<file path="src/rtl/mbox_pkg.sv">
package mbox_pkg;

  localparam int unsigned CMD_DEPTH = 32;
  localparam int unsigned RSP_DEPTH = 16;
  localparam int unsigned CPW       = $clog2(CMD_DEPTH);
  localparam int unsigned RPW       = $clog2(RSP_DEPTH);
  localparam int unsigned ADDR_W    = 6;
  localparam int unsigned CODE_MAX  = 2047;

  localparam logic [ADDR_W-1:0] A_CMD_RING  = 6'h00;
  localparam logic [ADDR_W-1:0] A_RSP_RING  = 6'h20;
  localparam logic [ADDR_W-1:0] A_CMD_VALID = 6'h30;
  localparam logic [ADDR_W-1:0] A_RSP_RD    = 6'h31;
  localparam logic [ADDR_W-1:0] A_URGENT    = 6'h32;
  localparam logic [ADDR_W-1:0] A_CMD_FREE  = 6'h33;
  localparam logic [ADDR_W-1:0] A_RSP_WR    = 6'h34;
  localparam logic [ADDR_W-1:0] A_STATUS    = 6'h35;
  localparam logic [ADDR_W-1:0] A_DB_OUT    = 6'h38;
  localparam logic [ADDR_W-1:0] A_DB_IN     = 6'h39;

  typedef enum logic [3:0] {
    ST_OK       = 4'd0,
    ST_INVAL    = 4'd1,
    ST_NOSPACE  = 4'd2,
    ST_DB_TMO   = 4'd3,
    ST_POLL_TMO = 4'd4,
    ST_NO_UACK  = 4'd5,
    ST_RSP_ERR  = 4'd6
  } mbx_status_e;

  typedef struct packed {
    logic [3:0]  client;
    logic [3:0]  tid;
    logic        rsvd;
    logic [10:0] len;
    logic        ind;
    logic [10:0] code;
  } mbx_hdr_t;

  typedef enum logic [4:0] {
    S_IDLE, S_RD_FREE, S_WR_HDR, S_GET_ARG, S_WR_ARG, S_WR_VALID,
    S_SET_URG, S_RING, S_POLL_DB, S_CLR_DB, S_CLR_URG, S_RD_STAT,
    S_RD_RPTR, S_RD_WPTR, S_RD_HDR, S_WB_HDR, S_POLL_W, S_RD_DATA,
    S_WB_DATA
  } mbx_state_e;

endpackage

</file>
<file path="src/rtl/mbox_timer.sv">
module mbox_timer #(
  parameter int unsigned W = 16
) (
  input  logic         clk,
  input  logic         rst_n,
  input  logic         clr,
  input  logic         en,
  input  logic [W-1:0] limit,
  output logic         expired
);
  logic [W-1:0] cnt_q, cnt_d;

  always_comb begin
    cnt_d = cnt_q;
    if (clr)
      cnt_d = '0;
    else if (en && cnt_q != {W{1'b1}})
      cnt_d = cnt_q + 1'b1;
  end

  always_ff @(posedge clk or negedge rst_n) begin
    if (!rst_n) cnt_q <= '0;
    else        cnt_q <= cnt_d;
  end

  assign expired = (cnt_q >= limit);
endmodule

</file>
<file path="src/rtl/mbox_hdr.sv">
module mbox_hdr
  import mbox_pkg::*;
#(
  parameter logic [3:0] CLIENT_ID = 4'hB
) (
  input  logic [10:0] code,
  input  logic [3:0]  tid,
  input  logic [10:0] len,
  input  logic [31:0] rsp_word,
  output logic [31:0] hdr_word,
  output logic        rsp_match,
  output logic [10:0] rsp_err,
  output logic [10:0] rsp_len
);
  mbx_hdr_t tx, rx;

  always_comb begin
    tx.client = CLIENT_ID;
    tx.tid    = tid;
    tx.rsvd   = 1'b0;
    tx.len    = len;
    tx.ind    = 1'b0;
    tx.code   = code;
  end

  assign hdr_word  = tx;
  assign rx        = rsp_word;
  assign rsp_match = (rx.client == CLIENT_ID) && (rx.tid == tid);
  assign rsp_err   = rx.code;
  assign rsp_len   = rx.len;
endmodule

</file>
<file path="src/rtl/mbox_cmd_engine.sv">
module mbox_cmd_engine
  import mbox_pkg::*;
#(
  parameter int unsigned CMD_W     = 12,
  parameter int unsigned ARGC_W    = 8,
  parameter int unsigned TMO_W     = 16,
  parameter logic [3:0]  CLIENT_ID = 4'hB
) (
  input  logic              clk,
  input  logic              rst_n,
  input  logic              req_valid,
  output logic              req_ready,
  input  logic [CMD_W-1:0]  req_cmd,
  input  logic [3:0]        req_tid,
  input  logic [ARGC_W-1:0] req_argc,
  input  logic              req_urgent,
  input  logic [ARGC_W-1:0] req_keep,
  input  logic              arg_valid,
  output logic              arg_ready,
  input  logic [31:0]       arg_data,
  output logic              rsp_valid,
  output logic [31:0]       rsp_data,
  output logic              done,
  output logic [3:0]        status,
  output logic [10:0]       err_code,
  input  logic [TMO_W-1:0]  cfg_db_limit,
  input  logic [TMO_W-1:0]  cfg_poll_limit,
  output logic              bus_req,
  output logic              bus_we,
  output logic [5:0]        bus_addr,
  output logic [31:0]       bus_wdata,
  input  logic              bus_ack,
  input  logic [31:0]       bus_rdata
);
  mbx_state_e        st_q, st_d;
  logic [10:0]       code_q, code_d;
  logic [3:0]        tid_q, tid_d;
  logic [ARGC_W-1:0] argc_q, argc_d, keep_q, keep_d, cnt_q, cnt_d;
  logic              urg_q, urg_d;
  logic [CPW-1:0]    wptr_q, wptr_d;
  logic [RPW-1:0]    rptr_q, rptr_d;
  logic [10:0]       rem_q, rem_d, err_q, err_d;
  logic [31:0]       word_q, word_d, rdat_q, rdat_d;
  logic              done_q, done_d, rv_q, rv_d;
  logic [3:0]        stat_q, stat_d;

  logic [31:0] hdr_word;
  logic        rsp_match, expired, poll_st;
  logic [10:0] rsp_err, rsp_len;
  logic [CPW-1:0] wptr_inc;
  logic [RPW-1:0] rptr_inc;

  mbox_hdr #(.CLIENT_ID(CLIENT_ID)) u_hdr (
    .code(code_q), .tid(tid_q), .len(11'(argc_q)), .rsp_word(word_q),
    .hdr_word(hdr_word), .rsp_match(rsp_match), .rsp_err(rsp_err),
    .rsp_len(rsp_len)
  );

  assign poll_st = (st_q == S_POLL_DB) || (st_q == S_POLL_W);

  mbox_timer #(.W(TMO_W)) u_tmr (
    .clk(clk), .rst_n(rst_n), .clr(!poll_st), .en(poll_st),
    .limit((st_q == S_POLL_W) ? cfg_poll_limit : cfg_db_limit),
    .expired(expired)
  );

  assign wptr_inc = (wptr_q == CPW'(CMD_DEPTH - 1)) ? '0 : wptr_q + 1'b1;
  assign rptr_inc = (rptr_q == RPW'(RSP_DEPTH - 1)) ? '0 : rptr_q + 1'b1;

  // bus command decode
  always_comb begin
    bus_req   = !(st_q == S_IDLE || st_q == S_GET_ARG);
    bus_we    = 1'b0;
    bus_addr  = '0;
    bus_wdata = '0;
    unique case (st_q)
      S_RD_FREE:  bus_addr = A_CMD_FREE;
      S_WR_HDR:   begin bus_we = 1'b1; bus_addr = A_CMD_RING + 6'(wptr_q); bus_wdata = hdr_word; end
      S_WR_ARG:   begin bus_we = 1'b1; bus_addr = A_CMD_RING + 6'(wptr_q); bus_wdata = word_q; end
      S_WR_VALID: begin bus_we = 1'b1; bus_addr = A_CMD_VALID; bus_wdata = 32'(wptr_q); end
      S_SET_URG:  begin bus_we = 1'b1; bus_addr = A_URGENT; bus_wdata = 32'd1; end
      S_RING:     begin bus_we = 1'b1; bus_addr = A_DB_OUT; bus_wdata = 32'd1; end
      S_POLL_DB:  bus_addr = A_DB_IN;
      S_CLR_DB:   begin bus_we = 1'b1; bus_addr = A_DB_IN; end
      S_CLR_URG:  begin bus_we = 1'b1; bus_addr = A_URGENT; end
      S_RD_STAT:  bus_addr = A_STATUS;
      S_RD_RPTR:  bus_addr = A_RSP_RD;
      S_RD_WPTR,
      S_POLL_W:   bus_addr = A_RSP_WR;
      S_RD_HDR,
      S_RD_DATA:  bus_addr = A_RSP_RING + 6'(rptr_q);
      S_WB_HDR,
      S_WB_DATA:  begin bus_we = 1'b1; bus_addr = A_RSP_RD; bus_wdata = 32'(rptr_q); end
      default:    ;
    endcase
  end

  // next-state logic
  always_comb begin
    st_d = st_q;   code_d = code_q; tid_d = tid_q;   argc_d = argc_q;
    keep_d = keep_q; cnt_d = cnt_q; urg_d = urg_q;   wptr_d = wptr_q;
    rptr_d = rptr_q; rem_d = rem_q; err_d = err_q;   word_d = word_q;
    rdat_d = rdat_q; stat_d = stat_q;
    done_d = 1'b0; rv_d = 1'b0;

    unique case (st_q)
      S_IDLE: if (req_valid && !done_q) begin
        code_d = req_cmd[10:0]; tid_d = req_tid; argc_d = req_argc;
        keep_d = req_keep; urg_d = req_urgent; err_d = '0;
        if (req_argc >= ARGC_W'(CMD_DEPTH) || req_cmd > CMD_W'(CODE_MAX)) begin
          done_d = 1'b1; stat_d = ST_INVAL;
        end else begin
          st_d = S_RD_FREE;
        end
      end
      S_RD_FREE: if (bus_ack) begin
        if (bus_rdata >= 32'(CMD_DEPTH)) begin
          st_d = S_IDLE; done_d = 1'b1; stat_d = ST_NOSPACE;
        end else begin
          wptr_d = bus_rdata[CPW-1:0]; st_d = S_WR_HDR;
        end
      end
      S_WR_HDR: if (bus_ack) begin
        wptr_d = wptr_inc; cnt_d = '0;
        st_d = (argc_q == '0) ? S_WR_VALID : S_GET_ARG;
      end
      S_GET_ARG: if (arg_valid) begin
        word_d = arg_data; st_d = S_WR_ARG;
      end
      S_WR_ARG: if (bus_ack) begin
        wptr_d = wptr_inc; cnt_d = cnt_q + 1'b1;
        st_d = (cnt_q + 1'b1 == argc_q) ? S_WR_VALID : S_GET_ARG;
      end
      S_WR_VALID: if (bus_ack) st_d = urg_q ? S_SET_URG : S_RING;
      S_SET_URG:  if (bus_ack) st_d = S_RING;
      S_RING:     if (bus_ack) st_d = S_POLL_DB;
      S_POLL_DB: if (bus_ack) begin
        if (bus_rdata[0]) st_d = S_CLR_DB;
        else if (expired) begin
          st_d = S_IDLE; done_d = 1'b1; stat_d = ST_DB_TMO;
        end
      end
      S_CLR_DB:  if (bus_ack) st_d = urg_q ? S_CLR_URG : S_RD_RPTR;
      S_CLR_URG: if (bus_ack) st_d = S_RD_STAT;
      S_RD_STAT: if (bus_ack) begin
        st_d = S_IDLE; done_d = 1'b1;
        stat_d = bus_rdata[8] ? ST_OK : ST_NO_UACK;
      end
      S_RD_RPTR: if (bus_ack) begin
        rptr_d = bus_rdata[RPW-1:0]; st_d = S_RD_WPTR;
      end
      S_RD_WPTR: if (bus_ack)
        st_d = (bus_rdata[RPW-1:0] != rptr_q) ? S_RD_HDR : S_POLL_DB;
      S_RD_HDR: if (bus_ack) begin
        word_d = bus_rdata; rptr_d = rptr_inc; st_d = S_WB_HDR;
      end
      S_WB_HDR: if (bus_ack) begin
        if (!rsp_match) st_d = S_POLL_DB;
        else if (rsp_err != '0) begin
          st_d = S_IDLE; done_d = 1'b1; stat_d = ST_RSP_ERR; err_d = rsp_err;
        end else if (rsp_len == '0) begin
          st_d = S_IDLE; done_d = 1'b1; stat_d = ST_OK;
        end else begin
          rem_d = rsp_len; cnt_d = '0; st_d = S_POLL_W;
        end
      end
      S_POLL_W: if (bus_ack) begin
        if (bus_rdata[RPW-1:0] != rptr_q) st_d = S_RD_DATA;
        else if (expired) begin
          st_d = S_IDLE; done_d = 1'b1; stat_d = ST_POLL_TMO;
        end
      end
      S_RD_DATA: if (bus_ack) begin
        rptr_d = rptr_inc; rem_d = rem_q - 1'b1; st_d = S_WB_DATA;
        if (cnt_q < keep_q) begin
          rv_d = 1'b1; rdat_d = bus_rdata; cnt_d = cnt_q + 1'b1;
        end
      end
      S_WB_DATA: if (bus_ack) begin
        if (rem_q == '0) begin
          st_d = S_IDLE; done_d = 1'b1; stat_d = ST_OK;
        end else st_d = S_POLL_W;
      end
      default: st_d = S_IDLE;
    endcase
  end

  always_ff @(posedge clk or negedge rst_n) begin
    if (!rst_n) begin
      st_q <= S_IDLE; code_q <= '0; tid_q <= '0; argc_q <= '0; keep_q <= '0;
      cnt_q <= '0; urg_q <= 1'b0; wptr_q <= '0; rptr_q <= '0; rem_q <= '0;
      err_q <= '0; word_q <= '0; rdat_q <= '0; stat_q <= '0;
      done_q <= 1'b0; rv_q <= 1'b0;
    end else begin
      st_q <= st_d; code_q <= code_d; tid_q <= tid_d; argc_q <= argc_d;
      keep_q <= keep_d; cnt_q <= cnt_d; urg_q <= urg_d; wptr_q <= wptr_d;
      rptr_q <= rptr_d; rem_q <= rem_d; err_q <= err_d; word_q <= word_d;
      rdat_q <= rdat_d; stat_q <= stat_d; done_q <= done_d; rv_q <= rv_d;
    end
  end

  assign req_ready = (st_q == S_IDLE) && !done_q;
  assign arg_ready = (st_q == S_GET_ARG);
  assign rsp_valid = rv_q;
  assign rsp_data  = rdat_q;
  assign done      = done_q;
  assign status    = stat_q;
  assign err_code  = err_q;
endmodule

</file>
<file path="config.mk">
export PLATFORM = sky130hd
export DESIGN_NAME = mbox_cmd_engine
export DESIGN_NICKNAME = d
export VERILOG_FILES = /design/src/rtl/mbox_pkg.sv /design/src/rtl/mbox_timer.sv /design/src/rtl/mbox_hdr.sv /design/src/rtl/mbox_cmd_engine.sv
export SDC_FILE = /design/constraint.sdc
export NUM_CORES = 1
export LEC_CHECK = 0
export BUFFER_PORTS_ARGS = -buffer_cell sky130_fd_sc_hd__buf_2
export CORE_MARGIN = 2
export CORE_UTILIZATION = 56
export CTS_BUF_LIST = sky130_fd_sc_hd__clkbuf_2
export DETAILED_ROUTE_END_ITERATION = 12
export GPL_TIMING_DRIVEN = 0
export PLACE_DENSITY_LB_ADDON = 0.25
export SLEW_MARGIN = 20
export SYNTH_ARGS = -nofsm -noshare
export SYNTH_HDL_FRONTEND = slang
export SYNTH_SLANG_ARGS = --single-unit
</file>
<file path="constraint.sdc">
create_clock -name clk -period 4.1 [get_ports clk]
set_clock_uncertainty 0.2 [all_clocks]
set_input_delay 0.41 -clock clk [delete_from_list [all_inputs] [get_ports clk]]
set_output_delay 0.41 -clock clk [all_outputs]
set_load 0.005 [all_outputs]
</file>
# [After elaboration in Yosys (flattened, before gate mapping)]
# Index checks and enable logic that the tools add are counted.
[op_classes] addsub=6 n_lt_le_gt_ge=5 n_eq_ne=62 mux=111 reduce_logical=40
[ops] operator="32-bit one-hot mux with 5 select lines" n=1
[ops] operator="5-bit two-way mux" n=31
[ops] operator="11-bit two-way mux" n=9
[ops] operator="5-bit one-hot mux with 19 select lines" n=1
[ops] operator="4-bit two-way mux" n=20
[ops] operator="32-bit two-way mux" n=2
[ops] operator="8-bit two-way mux" n=8
[ops] operator="2-bit != test, second input constant" n=32
[ops] operator="32-bit one-hot mux with 2 select lines" n=1
[ops] operator="6-bit one-hot mux with 10 select lines" n=1
[ops] operator="16-bit two-way mux" n=3
[ops] operator="11-bit one-hot mux with 2 select lines" n=2
[ops] operator="5-bit by 4-bit equality test with 1-bit output, second input constant" n=8
[ops] operator="32-bit by 6-bit greater-or-equal comparator with 1-bit output, second input constant" n=1
[ops] operator="8-bit one-hot mux with 4 select lines" n=1
[ops] operator="4-bit one-hot mux with 7 select lines" n=1
[ops] operator="11-bit zero test" n=2
[ops] operator="1-bit two-way mux" n=21
[ops] operator="5-bit by 3-bit equality test with 1-bit output, second input constant" n=4
[ops] operator="5-bit equality test, second input constant" n=4
[ops] operator="20-bit AND reduction" n=1
[ops] operator="17-bit AND reduction" n=1
[ops] operator="16-bit by 1-bit adder with 16-bit output, second input constant" n=1
[ops] operator="16-bit greater-or-equal comparator" n=1
[ops] operator="other kinds (40)" n=67
[word_totals] register_bits=162 inputBits=134 out_inout_bits=91 wordCells=241

# [Longest topological paths before layout]
# Gate-level depths: netlist of the first run.
[depth] depth_word=7 depth_mapped=13 depth_no_buf=11

# [Modules after synthesis]
# Synthesis of the first run repeated with hierarchy kept, for this count alone.
[unflattened] cells_unflattened=1079 area_unflattened_um2=10118.5
[by_module_without_submodules] module="mbox_cmd_engine" n_inst=1 cells_each=864 area_each_um2=8328.0 seq_area_each_um2=3628.5
[by_module_without_submodules] module="mbox_timer" n_inst=1 cells_each=152 area_each_um2=1318.8 seq_area_each_um2=400.4
[by_module_without_submodules] module="mbox_hdr" n_inst=1 cells_each=63 area_each_um2=471.7 seq_area_each_um2=0.0

# [Worst setup path after synthesis of the first run]
# Ideal clock, no wire load.
[synth_path] path_kind="flip-flop to flip-flop" startpoint="register st_q[1]" endpoint="register stat_q[0] (netlist: status[0])" setup_time_ns=0.127 arrival_time_ns=3.338 t_required_ns=3.773 setup_slack_ns=0.434 stages_incl_launch_ff=14 n_path_buf=2 period_less_slack_ns=3.666 cell_sequence="dfrtp_1 buf_6 or3_4 nor2_2 buf_2 nand2_1 nand2_1 ha_1 nand2b_1 a2111o_1 a32oi_1 a21oi_1 o32ai_2 mux2_1"
[synth_between] elab_chain_cells=5 elab_cells_between_ends=28 cone_classes="1 x order compare; 22 x eq/ne; 2 x mux; 3 x reduce/logical"
[synth_rtl] element="start: declaration" line="mbox_cmd_engine.sv:35" source="mbx_state_e st_q, st_d;"
[synth_rtl] element="start signal: assignment" line="mbox_cmd_engine.sv:195" source="st_q <= st_d; code_q <= code_d; tid_q <= tid_d; argc_q <= argc_d;"
[synth_rtl] element="5-bit equality test" line="mbox_cmd_engine.sv:63, mbox_cmd_engine.sv:106"
[synth_rtl] element="16-bit two-way mux" line="mbox_cmd_engine.sv:63" source=".limit((st_q == S_POLL_W) ? cfg_poll_limit : cfg_db_limit),"
[synth_rtl] element="16-bit greater-or-equal comparator" line="mbox_timer.sv:26" source="assign expired = (cnt_q >= limit);"
[synth_rtl] element="2-bit != test (no source line)"
[synth_rtl] element="17-bit AND reduction (no source line)"
[synth_rtl] element="end signal: assignment" line="mbox_cmd_engine.sv:198" source="rdat_q <= rdat_d; stat_q <= stat_d; done_q <= done_d; rv_q <= rv_d;"
[synth_rtl] element="end: declaration" line="mbox_cmd_engine.sv:45" source="logic [3:0] stat_q, stat_d;"
# Parallel ways exist; a longest one is shown, timed or not.
# A chain may end at the register's enable or synchronous reset.

# [Worst setup path in the final report of the first run]
[layout_path] startpoint="register st_q[1]" endpoint="register stat_q[1] (netlist: status[1])"
# Same word-level chain as after synthesis.

==> run_results.csv, run 1 <==
group,metric,value,unit
floorplanning,ios,225,
global_routing,grt_pass1_vias,9567,
global_routing,antenna_found_initial,1,
critical_path,critPathMaxFanout,10,
hold_path,hold-path-endpoint,"done",
critical_path,worst_path_most_repeated_cell,"nand2_1",
drt,drt_iter0_drc,1019,
layout,layout-drive-gt1-share,27.4,%
critical_path,timing.rr.end,"status[1]",
flow_run,max-cap-violations,0,
cts,clkSinkCount,161,
layout,layout_common_cells,"buf_2, dfrtp_1, dlygate4sd3_1",
timing,rsz0062_at_grt,"no",
cts,numCtsBuffers,17,
placed_design,dpl_cell_area,0.0110,sq mm
drt,drcViolationCount,0,
timing,final-max-slew-violation-count,0,
floorplanning,core,0.0166,sq mm
critical_path,cp.arrival,4360,ps
timing,hold-worst-slack,43.6,ps
synth,syn_inst,999,
cts,cts.clk_slew.worst_paths,240,ps
drt,vias_per_cell,6.12,
layout,final_common_cell,"buf_2",
synth,synth_flop_cell,"dfrtp_1",
placed_design,numPortBuffers,222,
synth,ys_seq_area_share,42.0,%
critical_path,path_cells,"buf_6, or3_4, nor2_4, buf_4, nand2_1, nand2_1, ha_1, nand2b_1, a2111o_1, a32oi_2, a21oi_1, o32ai_4, mux2_1",
power_and_ir_drop,p_leak,6.07,nW
synth,synth_area,0.00959,sq mm
floorplanning,fp.dieW,135,microns
drt,drtPass1Iterations,6,
power_and_ir_drop,clkPwrFrac,12.2,%
cts,clock_latency,760,ps
layout,final_util,74.2,%
timing,max_freq,255,MHz
critical_path,critPathLaunch,"st_q[1]",
synth,ys_seq_elements,161,
global_routing,grt_first_pass_wirelength,50.5,mm
layout,area_delta_synth_final,28.8,%
layout,final_cells,1580,
power_and_ir_drop,pwr-share-comb,48.3,%
power_and_ir_drop,p_per_area,592,mW/mm^2
timing,fin_crit,3920,ps
placed_design,dp.cells,1442,
drt,wl,32.6,mm
critical_path,rrSetupSlack,180,ps
critical_path,crit_path_top_delay_cell,"dfrtp_1",
critical_path,worstSetupPathType,"reg -> reg",
status,status,"completed",
timing,worstMarginPinSlew,904,ps
power_and_ir_drop,p_sw,0.00318,W
floorplanning,initial_core_util,57.6,%
cts,cts_buffer_depth,2,
synth,synthArstFlopShare,100,%
floorplanning,dieHeight,135,microns
power_and_ir_drop,fin_total_pwr,0.00731,W
hold_path,holdPathStages,5,
critical_path,start_kind,"flip-flop",
power_and_ir_drop,switching_share,43.6,%
drt,wl_per_cell,20.6,microns
critical_path,end_kind,"flip-flop",
global_routing,grt-ovfl-total,0,
synth,synth_edf_count,0,
power_and_ir_drop,vdd_ir_drop_max,0.349,mV
floorplanning,die-area,0.0182,sq mm
power_and_ir_drop,p_int,0.00413,W
timing,relSlewSlack,39.2,%
cts,cts_tree,"done",
power_and_ir_drop,seqPwrFrac,39.5,%
synth,syn_nets,1162,
timing,timing.final.crit_share,95.6,%
critical_path,crit_required,4540,ps
placed_design,dp_hpwl,21.5,mm
hold_path,hp-class,"in -> reg",
global_routing,grt_max_degree,85,
synth,synth_cell_types,72,
synth,yosysWarnings,0,
critical_path,reg2reg_from,"st_q[1]",
cts,h-tree-depth,4,
drt,vias,9665,
placed_design,gp_congestion,0.958,
drt,final_antenna_net_count,0,
cts,cts_root_buffer,"clkbuf_2",
timing,finalHoldViolations,0,
layout,stdcell_area,0.0123,sq mm
critical_path,r2r_cells,13,
timing,setup_viol,0,
critical_path,slowest_delay,480,ps
global_routing,grtUsageTotal,35.9,%
hold_path,hp-start,"req_cmd[11]",
synth,syn_avg_cell_area,9.60,sq um
layout,nets,1510,
floorplanning,rows,47,
[how the worst max path moves through the flow]
stage | endpoint | slack [ps] | cells after the start
floorplan | status[0] | 430 | 13
global placement | status[2] | -240 | 13
detailed placement | status[2] | -300 | 13
CTS | status[1] | 5 | 13
global route | status[0] | 50 | 13
finish | status[1] | 180 | 13
[synth_stat cells, types with 16 or more instances]
master,instances,area share (%)
a21oi_1,70,3.7
a22o_1,21,1.9
a31oi_1,16,1.0
buf_2,25,1.3
clkbuf_1,31,1.2
dfrtp_1,161,42
ha_1,29,3.8
inv_1,32,1.3
mux2_2,65,7.6
mux2i_1,64,6.7
nand2_1,80,3.1
nand3_1,20,1.0
nor2_1,89,3.5
nor3_1,23,1.2
nor4_1,18,1.2
o21ai_0,51,2.7
xor2_1,23,2.1
[timing repair]
action,CTS,global route
buffers inserted,0,3
hold buffers,102,1
pin swaps,0,1
gates resized for setup,3,4
endpoints found under the hold margin,267,5
setup endpoints to repair,4,14
[worst max-delay path, delay by kind of cell, from the launching register on]
kind                       cells  cell delay (ps)
AOI/OAI and AO/OA              4             1320
DFF                            1              480
adders and majority gates      1              210
muxes                          1              360
buffers and inverters          2              400
and+or+nand+nor                5              840
[final cells by class]
type / instances / area (sq um)
timing repair buffer: 329 / 2200
clock buffer: 20 / 100
tap: 220 / 275
buffer: 65 / 319
inverter: 33 / 124
multi-input combinational: 740 / 5160
antenna: 1 / 2.50
clock inverter: 11 / 134
fill: 1171 / 4290
sequential: 161 / 4030
[flip-flops by register name, summed over array words and instances (netlist names), 3 cells and up]
signal and flops:
rsp_data 32, word_q 32, u_tmr.cnt_q 16, code_q 11
err_code 11, rem_q 11, argc_q 8, cnt_q 8
keep_q 8, st_q 5, wptr_q 5, rptr_q 4
tid_q 4, status 3
[power by group through the flow]
stage	Clock [W]	Combinational [W]	Sequential, W
final	0.000892	0.00353	0.00288
after global routing	0.000969	0.00384	0.00295
after CTS	0.000886	0.00339	0.00282
after detailed placement	0	0.00328	0.00286
after global placement	0	0.00319	0.00283
after floorplan	0	0.00221	0.00271
[logic make-up (layout without fill, tap and decap cells)]
| kind of cell | Yosys count | in the layout | synth area share (%) |
|---|---|---|---|
| AOI/OAI and AO/OA | 231 | 231 | 15.8 |
| other | 1 | 2 | 0.0391 |
| muxes | 132 | 132 | 14.7 |
| and+or+nand+nor | 317 | 317 | 16.4 |
| adders and majority gates | 29 | 29 | 3.78 |
| xor gates and xnor gates | 30 | 30 | 2.74 |
| buffers and inverters | 98 | 458 | 4.59 |
| DFF | 161 | 161 | 42.0 |
[per-stage QoR]
step / setup TNS (ps) / setup WS, ps
after detailed placement: -893 / -296
after floorplan: 0 / 434
after global routing: 0 / 52.0
after CTS: 0 / 4.58
after global placement: -15690 / -245
final: 0 / 179
[per-layer routing]
metal,share of wire (%),vias to the layer above,track usage [%]
li1,-,4308,-
met1,39,4642,45.6
met2,47,580,58.4
met3,8.8,135,8.60
met4,4.4,0,16.5
met5,0,-,0
Note: power is estimated with default switching activity, not from simulation.
==> run 2, diff against run 1 <==
--- a/config.mk
+++ b/config.mk
@@ -7,7 +7,7 @@
 export LEC_CHECK = 0
 export BUFFER_PORTS_ARGS = -buffer_cell sky130_fd_sc_hd__buf_2
 export CORE_MARGIN = 2
-export CORE_UTILIZATION = 56
+export CORE_UTILIZATION = 57
 export CTS_BUF_LIST = sky130_fd_sc_hd__clkbuf_2
 export DETAILED_ROUTE_END_ITERATION = 12
 export GPL_TIMING_DRIVEN = 0
@@ -15,4 +15,5 @@
 export SLEW_MARGIN = 20
 export SYNTH_ARGS = -nofsm -noshare
 export SYNTH_HDL_FRONTEND = slang
+export SYNTH_HIERARCHICAL = 1
 export SYNTH_SLANG_ARGS = --single-unit
==> constraint.sdc (replaced) <==
create_clock -name clk -period 4.1 [get_ports clk]
set_clock_uncertainty 0.2 [all_clocks]
set_input_delay 0.82 -clock clk [delete_from_list [all_inputs] [get_ports clk]]
set_output_delay 0.82 -clock clk [all_outputs]
set_load 0.005 [all_outputs]
==> run 2 against run 1 <==
Effect of this change: highest routed layer unchanged; area after synthesis is 5.5% higher; the flow now finishes with violations (setup timing); combinational power is 8.5% higher; fmax is 12% lower.
==> run_results.csv, run 2 <==
group,metric,value,unit
synth,synth_top_area_share,39.8,%
layout,final_common_cell,"buf_2",
floorplanning,ios,225,
timing,timing.final.crit_share,109,%
cts,cts_buffer_depth,2,
global_routing,grt_first_pass_wirelength,48.6,mm
synth,synth_area_leader_cell,"dfrtp_1",
cts,cts.clk_slew.worst_paths,290,ps
power_and_ir_drop,switching_share,43.5,%
cts,clock_latency,830,ps
placed_design,dp_hpwl,23.1,mm
layout,layout_common_cells,"buf_2, dfrtp_1, nor2_1",
critical_path,cp_num_buf_inv,3,
critical_path,cp.arrival,5010,ps
synth,ys_seq_area_share,39.8,%
floorplanning,rows,48,
timing,relSlewSlack,32.0,%
drt,vias,9684,
synth,ys_seq_elements,161,
drt,final_antenna_net_count,0,
status,status,"complete, but fails checks",
placed_design,numPortBuffers,222,
power_and_ir_drop,seqPwrFrac,37.0,%
placed_design,dpl_cell_area,0.0116,sq mm
timing,rsz0062_at_grt,"yes",
synth,synthTopCellsByArea,"dfrtp_1, mux2_2, buf_4",
timing,fin_crit,4450,ps
timing,setup_slack,-350,ps
floorplanning,dieHeight,137,microns
power_and_ir_drop,p_sw,0.00323,W
critical_path,crit_path_top_delay_cell,"or4b_4",
critical_path,cp_top_family,"simple AND/OR/NAND/NOR gates",
synth,synth_area,0.0101,sq mm
synth,synth_edf_count,0,
layout,area_delta_synth_final,22.5,%
drt,vias_per_cell,6.05,
power_and_ir_drop,vdd_ir_drop_max,0.327,mV
timing,final-max-slew-violation-count,0,
synth,syn_avg_cell_area,9.38,sq um
timing,worstMarginPinSlew,1020,ps
status,violations,"setup timing",
placed_design,post-place-ws,-656,ps
floorplanning,fp.dieW,137,microns
cts,h-tree-depth,4,
global_routing,grtUsageTotal,33.7,%
drt,drt_iter0_drc,900,
synth,synthArstFlopShare,100,%
power_and_ir_drop,p_int,0.00419,W
critical_path,end_kind,"flip-flop",
critical_path,start_kind,"flip-flop",
synth,synth_flop_cell,"dfrtp_1",
drt,wl,31.7,mm
layout,layout-drive-gt1-share,35.3,%
cts,numCtsBuffers,17,
critical_path,slowest_delay,530,ps
global_routing,grt-ovfl-total,0,
floorplanning,die-area,0.0188,sq mm
synth,yosysMostFrequentCell,"dfrtp_1",
cts,clkSinkCount,161,
critical_path,worst_path_most_repeated_cell,"mux2_4",
synth,synth_cell_types,79,
layout,stdcell_area,0.0124,sq mm
drt,drcViolationCount,0,
hold_path,hp-class,"in -> reg",
critical_path,path_cells,"buf_6, nor3b_4, nand2_4, clkbuf_16, mux2_4, inv_4, ha_4, and4_4, nand3b_1, or4_4, o211ai_1, or4b_4, a21oi_2, a31oi_1, nand4_1, o2bb2ai_4, mux2_4",
layout,final_util,71.7,%
global_routing,grt_pass1_vias,9100,
placed_design,gp_congestion,0.949,
critical_path,crit_required,4660,ps
timing,setup_viol,4,
global_routing,grt_max_degree,85,
cts,cts_tree,"done",
layout,multi_input_area,0.00551,sq mm
floorplanning,initial_core_util,58.5,%
cts,cts_root_buffer,"clkbuf_2",
synth,syn_inst,1079,
timing,max_freq,225,MHz
flow_run,max-cap-violations,0,
power_and_ir_drop,clkPwrFrac,11.3,%
power_and_ir_drop,p_per_area,598,mW/mm^2
layout,seqCellArea,0.00403,sq mm
drt,drtPass1Iterations,5,
layout,fill_cells,1365,
global_routing,antenna_found_initial,1,
power_and_ir_drop,p_leak,5.79,nW
layout,nets,1527,
synth,yosysWarnings,6,
critical_path,worstSetupPathType,"reg -> reg",
critical_path,critPathMaxFanout,5,
timing,finalHoldViolations,0,
power_and_ir_drop,pwr-share-comb,51.6,%
synth,synth_common_cells,"dfrtp_1, nor2_1, mux2_2, a21oi_1, nand2_1",
drt,wl_per_cell,19.8,microns
floorplanning,core,0.0173,sq mm
-- run 2: cell count changes in the layout (fill, tap and decap cells not counted), moves of 9 or more --
| cell | previous run | this run |
|---|---|---|
| o21ai_0 | 51 | 65 |
| mux2_4 | 0 | 12 |
| conb_1 | 1 | 10 |
| xor2_1 | 23 | 13 |
| mux2i_1 | 64 | 39 |
| buf_4 | 7 | 69 |
| dlygate4sd3_1 | 103 | 23 |
| and2_1 | 15 | 1 |
| buf_2 | 245 | 236 |
-- run 2: timing repair --
action                     in CTS  in global routing
setup endpoints to repair      35                 40
cloned                          1                  0
resized for setup              42                 22
hold endpoints to repair       81                 18
hold buffers                    5                 18
pin swaps                       8                  6
buffers inserted               12                  2
-- run 2: stage by stage --
step           hold slack, ps  total power [W]  TNS, ps  std cells
2_1_floorplan             271          0.00509        0       1086
3_5_place_dp              287          0.00632    -2250       1534
5_1_grt                 0.439          0.00787    -1290       1601
4_1_cts                  1.15          0.00728     -760       1581
3_3_place_gp              275          0.00621   -78520       1533
6_report                 23.0          0.00742    -1080       1601
-- run 2: cells by family after synthesis --
| family | Yosys count | synth area share, % |
|---|---|---|
| buffers and inverters | 156 | 8.11 |
| XOR/XNOR | 23 | 1.99 |
| flip-flops | 161 | 39.8 |
| multiplexers | 124 | 13.3 |
| adder cells (fa/ha/maj) | 31 | 3.81 |
| AND/OR/NAND/NOR | 321 | 16.2 |
| AO/OA/AOI/OAI | 260 | 16.6 |
| other | 3 | 0.111 |
-- run 2: power by group through the flow --
stage                     logic [W]  clock network, W  registers [W]
after floorplan             0.00248                 0        0.00261
after detailed placement    0.00356                 0        0.00276
final                       0.00383          0.000841        0.00275
after CTS                   0.00372          0.000836        0.00273
after global placement      0.00348                 0        0.00273
after global routing        0.00414          0.000906        0.00282
-- run 2: worst paths after layout --
kind / startpoint / to / slack [ps] / depth (start not counted)
setup / recovery: st_q[3] / status[0] / -350 / 17
hold / removal: req_keep[7] / keep_q[7] / 20 / 2
setup reg to reg: st_q[3] / status[0] / -350 / 17
hold reg to reg: rsp_data[8] / rsp_data[8] / 340 / 1
max in group asynchronous: rst_n / err_code[6] / 2540 / 3
min in group asynchronous: rst_n / keep_q[2] / 290 / 2
-- run 2: per-layer routing --
| metal | wire, microns | vias up | global-route usage, % |
|---|---|---|---|
| li1 | - | 4426 | - |
| met3 | 2400 | 76 | 6.73 |
| met1 | 13100 | 4687 | 45.9 |
| met5 | 0 | - | 0 |
| met2 | 15200 | 495 | 53.6 |
| met4 | 945 | 0 | 11.9 |
-- run 2: area by class of cell --
cell class | count | area share, %
Antenna cell | 1 | 0.0202
Buffer | 117 | 5.84
Clock buffer | 17 | 0.686
Clock inverter | 14 | 0.989
Inverter | 36 | 1.11
Multi-Input combinational cell | 769 | 44.5
Sequential cell | 161 | 32.5
Tap cell | 225 | 2.27
Timing Repair Buffer | 261 | 12.1
